`src/rtl/ind_window_pkg.sv`:
```
package ind_window_pkg;
    localparam int DATA_W = 32;
    localparam int BE_W   = DATA_W / 8;
    localparam int LANE_W = $clog2(BE_W);

    localparam logic [1:0] KIND_CFG = 2'd0;
    localparam logic [1:0] KIND_IO  = 2'd1;
    localparam logic [1:0] KIND_MEM = 2'd2;

    typedef enum logic [1:0] {ST_IDLE, ST_WAIT, ST_DONE} win_st_e;
    typedef enum logic [2:0] {SEL_ADDR, SEL_CFG, SEL_IO, SEL_MEM, SEL_NONE} win_sel_e;

    typedef struct packed {
        win_st_e             st;
        logic [DATA_W-1:0]   addr;
        logic [DATA_W-1:0]   rdata;
        logic                dvalid;
        logic [1:0]          kind;
        logic [DATA_W-1:0]   daddr;
        logic [BE_W-1:0]     be;
        logic                wr;
        logic [DATA_W-1:0]   wdata;
    } win_state_t;

    function automatic logic [DATA_W-1:0] be_to_mask(input logic [BE_W-1:0] be);
        logic [DATA_W-1:0] m;
        for (int i = 0; i < BE_W; i++) m[8*i +: 8] = {8{be[i]}};
        return m;
    endfunction
endpackage

```
`src/rtl/ind_window_decode.sv`:
```
module ind_window_decode
    import ind_window_pkg::*;
#(
    parameter int              ADDR_W   = 12,
    parameter logic [ADDR_W-1:0] OFS_ADDR = 'h064,
    parameter logic [ADDR_W-1:0] OFS_CFG  = 'h068,
    parameter logic [ADDR_W-1:0] OFS_IO   = 'h06C,
    parameter logic [ADDR_W-1:0] OFS_MEM  = 'h070
) (
    input  logic [ADDR_W-1:0] ofs,
    output win_sel_e          sel
);
    localparam int WORD_HI = ADDR_W - 1;

    always_comb begin
        if (ofs[WORD_HI:2] == OFS_ADDR[WORD_HI:2])      sel = SEL_ADDR;
        else if (ofs[WORD_HI:2] == OFS_CFG[WORD_HI:2])  sel = SEL_CFG;
        else if (ofs[WORD_HI:2] == OFS_IO[WORD_HI:2])   sel = SEL_IO;
        else if (ofs[WORD_HI:2] == OFS_MEM[WORD_HI:2])  sel = SEL_MEM;
        else                                            sel = SEL_NONE;
    end
endmodule

```
`src/rtl/ind_window_lanes.sv`:
```
module ind_window_lanes
    import ind_window_pkg::*;
(
    input  logic [1:0]        size,
    input  logic [LANE_W-1:0] low,
    output logic [BE_W-1:0]   be,
    output logic [LANE_W-1:0] lane
);
    localparam logic [BE_W-1:0] BYTE_BE = BE_W'(1);
    localparam logic [BE_W-1:0] HALF_BE = BE_W'(3);

    always_comb begin
        case (size)
            2'd0: begin
                lane = low;
                be   = BYTE_BE << low;
            end
            2'd1: begin
                lane = {low[LANE_W-1], 1'b0};
                be   = HALF_BE << {low[LANE_W-1], 1'b0};
            end
            default: begin
                lane = '0;
                be   = '1;
            end
        endcase
    end

    always_comb begin
        assert ($countones(be) == 1 || $countones(be) == 2 || be == '1)
            else $error("p_be_count_r4: bad byte-enable shape");
    end
endmodule

```
`src/rtl/ind_window.sv`:
```
module ind_window
    import ind_window_pkg::*;
#(
    parameter int ADDR_W = 12
) (
    input  logic              clk,
    input  logic              rst_n,
    input  logic              h_req,
    input  logic              h_wr,
    input  logic [ADDR_W-1:0] h_addr,
    input  logic [1:0]        h_size,
    input  logic [31:0]       h_wdata,
    output logic [31:0]       h_rdata,
    output logic              h_ready,
    output logic              dn_valid,
    output logic [1:0]        dn_kind,
    output logic [31:0]       dn_addr,
    output logic [3:0]        dn_be,
    output logic              dn_wr,
    output logic [31:0]       dn_wdata,
    input  logic              dn_ack,
    input  logic [31:0]       dn_rdata
);
    win_state_t        cur_q, nxt_d;
    win_sel_e          sel;
    logic [BE_W-1:0]   acc_be;
    logic [LANE_W-1:0] acc_lane;

    ind_window_decode #(.ADDR_W(ADDR_W)) u_decode (
        .ofs (h_addr),
        .sel (sel)
    );

    ind_window_lanes u_lanes (
        .size (h_size),
        .low  (h_addr[LANE_W-1:0]),
        .be   (acc_be),
        .lane (acc_lane)
    );

    always_comb begin
        nxt_d = cur_q;
        case (cur_q.st)
            ST_IDLE: begin
                if (h_req) begin
                    case (sel)
                        SEL_ADDR: begin
                            if (h_wr) nxt_d.addr = h_wdata;
                            nxt_d.rdata = h_wr ? '0 : cur_q.addr;
                            nxt_d.st    = ST_DONE;
                        end
                        SEL_CFG, SEL_IO, SEL_MEM: begin
                            nxt_d.dvalid = 1'b1;
                            nxt_d.kind   = (sel == SEL_CFG) ? KIND_CFG :
                                           (sel == SEL_IO)  ? KIND_IO  : KIND_MEM;
                            nxt_d.daddr  = {cur_q.addr[DATA_W-1:LANE_W], acc_lane};
                            nxt_d.be     = acc_be;
                            nxt_d.wr     = h_wr;
                            nxt_d.wdata  = h_wdata;
                            nxt_d.st     = ST_WAIT;
                        end
                        default: begin
                            nxt_d.rdata = '0;
                            nxt_d.st    = ST_DONE;
                        end
                    endcase
                end
            end
            ST_WAIT: begin
                if (dn_ack) begin
                    nxt_d.dvalid = 1'b0;
                    nxt_d.rdata  = cur_q.wr ? '0 : (dn_rdata & be_to_mask(cur_q.be));
                    nxt_d.st     = ST_DONE;
                end
            end
            default: nxt_d.st = ST_IDLE;
        endcase
    end

    always_ff @(posedge clk or negedge rst_n) begin
        if (!rst_n) cur_q <= '{st: ST_IDLE, default: '0};
        else        cur_q <= nxt_d;
    end

    assign h_ready  = (cur_q.st == ST_DONE);
    assign h_rdata  = cur_q.rdata;
    assign dn_valid = cur_q.dvalid;
    assign dn_kind  = cur_q.kind;
    assign dn_addr  = cur_q.daddr;
    assign dn_be    = cur_q.be;
    assign dn_wr    = cur_q.wr;
    assign dn_wdata = cur_q.wdata;

    // Pending request holds its fields until acknowledged
    p_hold_req_r3: assert property (@(posedge clk) disable iff (!rst_n)
        dn_valid && !dn_ack |=> dn_valid && $stable(dn_addr) && $stable(dn_be) && $stable(dn_kind));

    // Byte enables take only legal shapes
    p_be_shape_r4: assert property (@(posedge clk) disable iff (!rst_n)
        dn_valid |-> ($countones(dn_be) == 1 || dn_be == 4'b0011 || dn_be == 4'b1100 || dn_be == 4'b1111));

    // Downstream address upper bits come from the address register
    p_addr_base_r5: assert property (@(posedge clk) disable iff (!rst_n)
        dn_valid |-> dn_addr[31:2] == cur_q.addr[31:2]);

    // Ready is a single-cycle pulse and never overlaps a pending request
    p_ready_pulse_r7: assert property (@(posedge clk) disable iff (!rst_n)
        h_ready |=> !h_ready);
    p_no_ready_pending_r7: assert property (@(posedge clk) disable iff (!rst_n)
        dn_valid |-> !h_ready);

    // Address register changes only through its own write
    p_addr_kept_r8: assert property (@(posedge clk) disable iff (!rst_n)
        !(cur_q.st == ST_IDLE && h_req && h_wr && sel == SEL_ADDR) |=> $stable(cur_q.addr));

    // Undefined offsets complete next cycle without a request
    p_undef_r9: assert property (@(posedge clk) disable iff (!rst_n)
        cur_q.st == ST_IDLE && h_req && sel == SEL_NONE |=> h_ready && !dn_valid && h_rdata == '0);
endmodule

```
`config.mk`:
```
export PLATFORM = sky130hd
export DESIGN_NAME = ind_window
export DESIGN_NICKNAME = d
export VERILOG_FILES = /design/src/rtl/ind_window_pkg.sv /design/src/rtl/ind_window_decode.sv /design/src/rtl/ind_window_lanes.sv /design/src/rtl/ind_window.sv
export SDC_FILE = /design/constraint.sdc
export NUM_CORES = 1
export LEC_CHECK = 0
export ABC_CLOCK_PERIOD_IN_PS = 1900
export BUFFER_PORTS_ARGS = -buffer_cell sky130_fd_sc_hd__buf_2
export CAP_MARGIN = 20
export CORE_MARGIN = 5
export CORE_UTILIZATION = 25
export DETAILED_ROUTE_END_ITERATION = 6
export PLACE_DENSITY_LB_ADDON = 0.25
export SETUP_SLACK_MARGIN = 0.1
export SLEW_MARGIN = 25
export SYNTH_ARGS = -nofsm -noshare
export SYNTH_HDL_FRONTEND = slang
export SYNTH_SLANG_ARGS = --single-unit
```
`constraint.sdc`:
```
create_clock -name clk -period 1.9 [get_ports clk]
set_input_delay 0.38 -clock clk [delete_from_list [all_inputs] [get_ports clk]]
set_output_delay 0.38 -clock clk [all_outputs]
set_load 0.03 [all_outputs]
```
==> summary.md <==
| Metric | Value |
|---|---|
| Hpwl dp | `12600 um` |
| XOR/XNOR share of the synthesized area | `0` |
| Hold WC Path Type | `in2reg` |
| Grt ovf | `0` |
| Slack of the critical path | `-74.1 ps` |
| Final TNS setup | `-2890 ps` |
| Static Leak | `0.00449 uW` |
| Drt pass-1 iters | `6` |
| Switching power share of the total | `0.271` |
| Final Cell Area | `0.00850 mm^2` |
| Antenna violations before repair | `0` |
| Compound-Gate Fraction of Synth Area | `0.0939` |
| Syn avg cell area | `13.0 um^2` |
| ANT cells | `0` |
| Via count | `~4300` |
| Final Hold Fails | `0` |
| Mux contribution to synthesized area | `0.195` |
| Die Wd | `~170 um` |
| Clock Skews | `approximately 13 ps` |
| Antenna viol nets, final | `0` |
| Placed cell area | `0.00747 mm^2` |
| Clock sinks | `138` |
| M1 wire length | `between 9000 and 10000 um` |
| Ratio of cells with drive above 1 in the final layout | `0.586` |
| WL final | `around 19000 um` |
| Post-synthesis cell area | `between 0.006 and 0.007 mm^2` |
| WS Path Type | `reg2reg` |
| Simple-Gate Fraction of Synth Area | `0.0484` |
| Largest family of logic cells by synthesized area | `multiplexers` |
| DR top layer | `met4` |
| Rel. slew slack | `0.749` |
| CTS H-tree depth | `4` |
| Highest clock rate | `approximately 0.51 GHz` |
| Unrepaired setup endpoints after global routing | `true` |
| Clk_lat worst skew | `410 ps` |
| I/O pin count | `188` |
| Power per cell area | `855 mW/mm^2` |
| Clock network power share | `0.444` |
| Sw Pwr | `1970 uW` |
| Critical path peak fanout | `20` |
| Buffers on Ports | `187` |
| VDD IR max | `0.353 mV` |
| Metal3 WL | `roughly 1000 um` |
| Layout area overhead | `27.0%` |
| Tcrit/Tclk final | `1.04` |
| Largest area contributor in the netlist | `dfrtp_1` |
| Starting DRT DRC Count | `278` |
| CP required | `2190 ps` |
| Max-cap violations | `0` |
| Outcome | `finished, violations left` |
| CTS tree | `yes` |
| Mapped Cells | `just over 500` |
| Setup violators final | `between 60 and 70` |
| Combinational Power Share | `0.124` |
| Die span in y | `174 um` |
| Failing checks | `negative setup slack` |
| Part of the Yosys area used for sequential elements | `0.516` |
| Remaining DRCs | `0` |
| #FFs+latches synth | `~140` |
| Global-route wire length before repair | `between 20000 and 30000 um` |
| Largest net degree at the start of global routing | `48` |
| Worst setup SP type | `flop` |
| Minimum clock period | `1970 ps` |
| Share of power burned in registers | `0.432` |
| Worst slew pin tran | `approximately 380 ps` |
| P_int | `5300 uW` |
| Core Box Area | `0.0262 mm^2` |
| Initial Utilization | `0.255` |
| Synth area leaders | `dfrtp_1 (52%), mux2_4 (14%), buf_4 (12%)` |
| Fin nets | `between 700 and 800` |
| Mapped Nets | `598` |
| DR WL/cell | `19.9 um` |
| Metal2 WL | `between 9000 and 10000 um` |
| RD Place Congestion | `approximately 0.75` |
| Pins Over Slew Limit | `0` |
| CTS root buf | `clkbuf_16` |
| Syn. warnings | `0` |
| Cell variety after synth | `34` |
| Num CTS Buffers | `17` |
| GRT Overall Usage | `0.125` |
| Adder-Cell Fraction of Synth Area | `0` |
| Vias in the first global route | `~4800` |
| Site row count | `59` |
| Via density | `4.44` |
| WP data arrival | `2260 ps` |
| Top cell type's share of synthesized area | `0.516` |
| Clock buffer depth | `2` |
| Crit end category | `flop` |
| Die area | `between 0.03 and 0.04 mm^2` |
| Clock transition at path regs | `70 ps` |
-- placed cells by master (no fill, tap or decap), drive strengths merged, types with 2 or more instances in the layout --
cell type / count
clkbuf: 25
clkinvlp: 2
nand2: 8
dfrtp: 138
and3b: 4
or3b: 2
a21oi: 2
nand2b: 3
clkinv: 7
mux2: 95
o31ai: 2
a32oi: 33
nand4: 2
a22oi: 32
nor2b: 3
inv: 5
nor3b: 2
o21ai: 6
buf: 228
nor2: 36
-- cell families (layout without fill, tap and decap cells) --
| group | Yosys count | after routing |
|---|---|---|
| AOI/OAI and AO/OA | 79 | 79 |
| buffers and inverters | 139 | 269 |
| DFF | 138 | 138 |
| muxes | 95 | 95 |
| and+or+nand+nor | 64 | 64 |
-- final timing paths --
check	startpoint	end	slack, ps	cells after the start
setup reg to reg	cur_q[137]$_DFFE_PN0P_	dn_addr[18]$_DFFE_PN0P_	-70	5
hold reg to reg	dn_addr[0]$_DFFE_PN0P_	dn_addr[0]$_DFFE_PN0P_	490	2
hold / removal	h_wdata[29]	cur_q[133]$_DFFE_PN0P_	200	2
setup / recovery	cur_q[137]$_DFFE_PN0P_	dn_addr[18]$_DFFE_PN0P_	-70	5
max in group asynchronous	rst_n	dn_addr[5]$_DFFE_PN0P_	850	3
min in group asynchronous	rst_n	dn_addr[15]$_DFFE_PN0P_	450	2
-- worst max-delay path: stages, from the launching register on --
cell and delay (ps):
dfrtp_1 390, or3b_4 400, a2111o_2 410, buf_6 150
buf_12 150, mux2_4 310
-- through the flow --
stage                util  setup WS, ps  total power, uW  instances  hold slack [ps]
floorplan               -          45.6             3760        515             84.4
global placement    0.285          -177             4010        930              309
detailed placement  0.285          -193             4030        930              316
CTS                 0.314         -45.9             7330        972              172
global route        0.324         -93.7             7590        980              177
finish              0.324         -74.1             7260        980              197
-- cells in the mapped netlist --
library cell / count
mux2_2: 21
o21ai_0: 2
o21ai_1: 4
a32oi_1: 32
o31ai_1: 2
a22oi_1: 32
o21ba_2: 1
nand2b_1: 3
nor4bb_1: 1
buf_1: 3
a211oi_1: 1
nand4_1: 2
and2_1: 1
inv_1: 4
or3b_1: 2
buf_2: 9
mux2_4: 63
o21bai_1: 1
nor2_4: 1
nand2_1: 8
and3b_1: 4
dfrtp_1: 138
a2111o_1: 1
nor2_1: 35
a32oi_2: 1
nand4bb_1: 1
buf_4: 103
mux2_1: 11
or3_1: 1
a21oi_1: 2
nor2b_1: 3
clkbuf_1: 12
nor3b_1: 2
buf_6: 8
-- final cells by class --
type / count / area [um^2]
Clock buffer: 20 / 467
Clock inverter: 11 / 96.3
Fill cell: 2583 / 17700
Inverter: 4 / 15.0
Multi-Input combinational cell: 238 / 2380
Sequential cell: 138 / 3450
Tap cell: 335 / 419
Timing Repair Buffer: 234 / 1660
-- repair_timing --
action / in CTS / in global routing
endpoints found under the setup margin: 71 / 98
endpoints found under the hold margin: 34 / 0
pin swaps: 1 / 1
resized for setup: 13 / 21
cloned: 5 / 6
buffers inserted: 5 / 2
hold buffers: 1 / 0
-- flip-flops by register name (all words and copies together) (netlist names) --
| register | flops |
|---|---|
| dn_addr | 32 |
| h_rdata | 32 |
| dn_wr | 1 |
| dn_kind | 2 |
| dn_valid | 1 |
| dn_wdata | 32 |
| dn_be | 4 |
| cur_q | 34 |
-- layer usage --
layer | GRT usage | vias to the layer above
li1 | - | 1976
met1 | 0.169 | 2230
met2 | 0.201 | 134
met3 | 0.0345 | 7
met4 | 0.0277 | 0
met5 | 0 | -
-- power groups by stage --
stage | Clock [uW] | Sequential (uW) | Combinational, uW
after global placement | 0 | 3190 | 824
after floorplan | 0 | 3170 | 596
after global routing | 3470 | 3150 | 973
after CTS | 3340 | 3140 | 847
final | 3230 | 3140 | 902
after detailed placement | 0 | 3190 | 835
No activity file was read; power rests on OpenSTA's default activity.
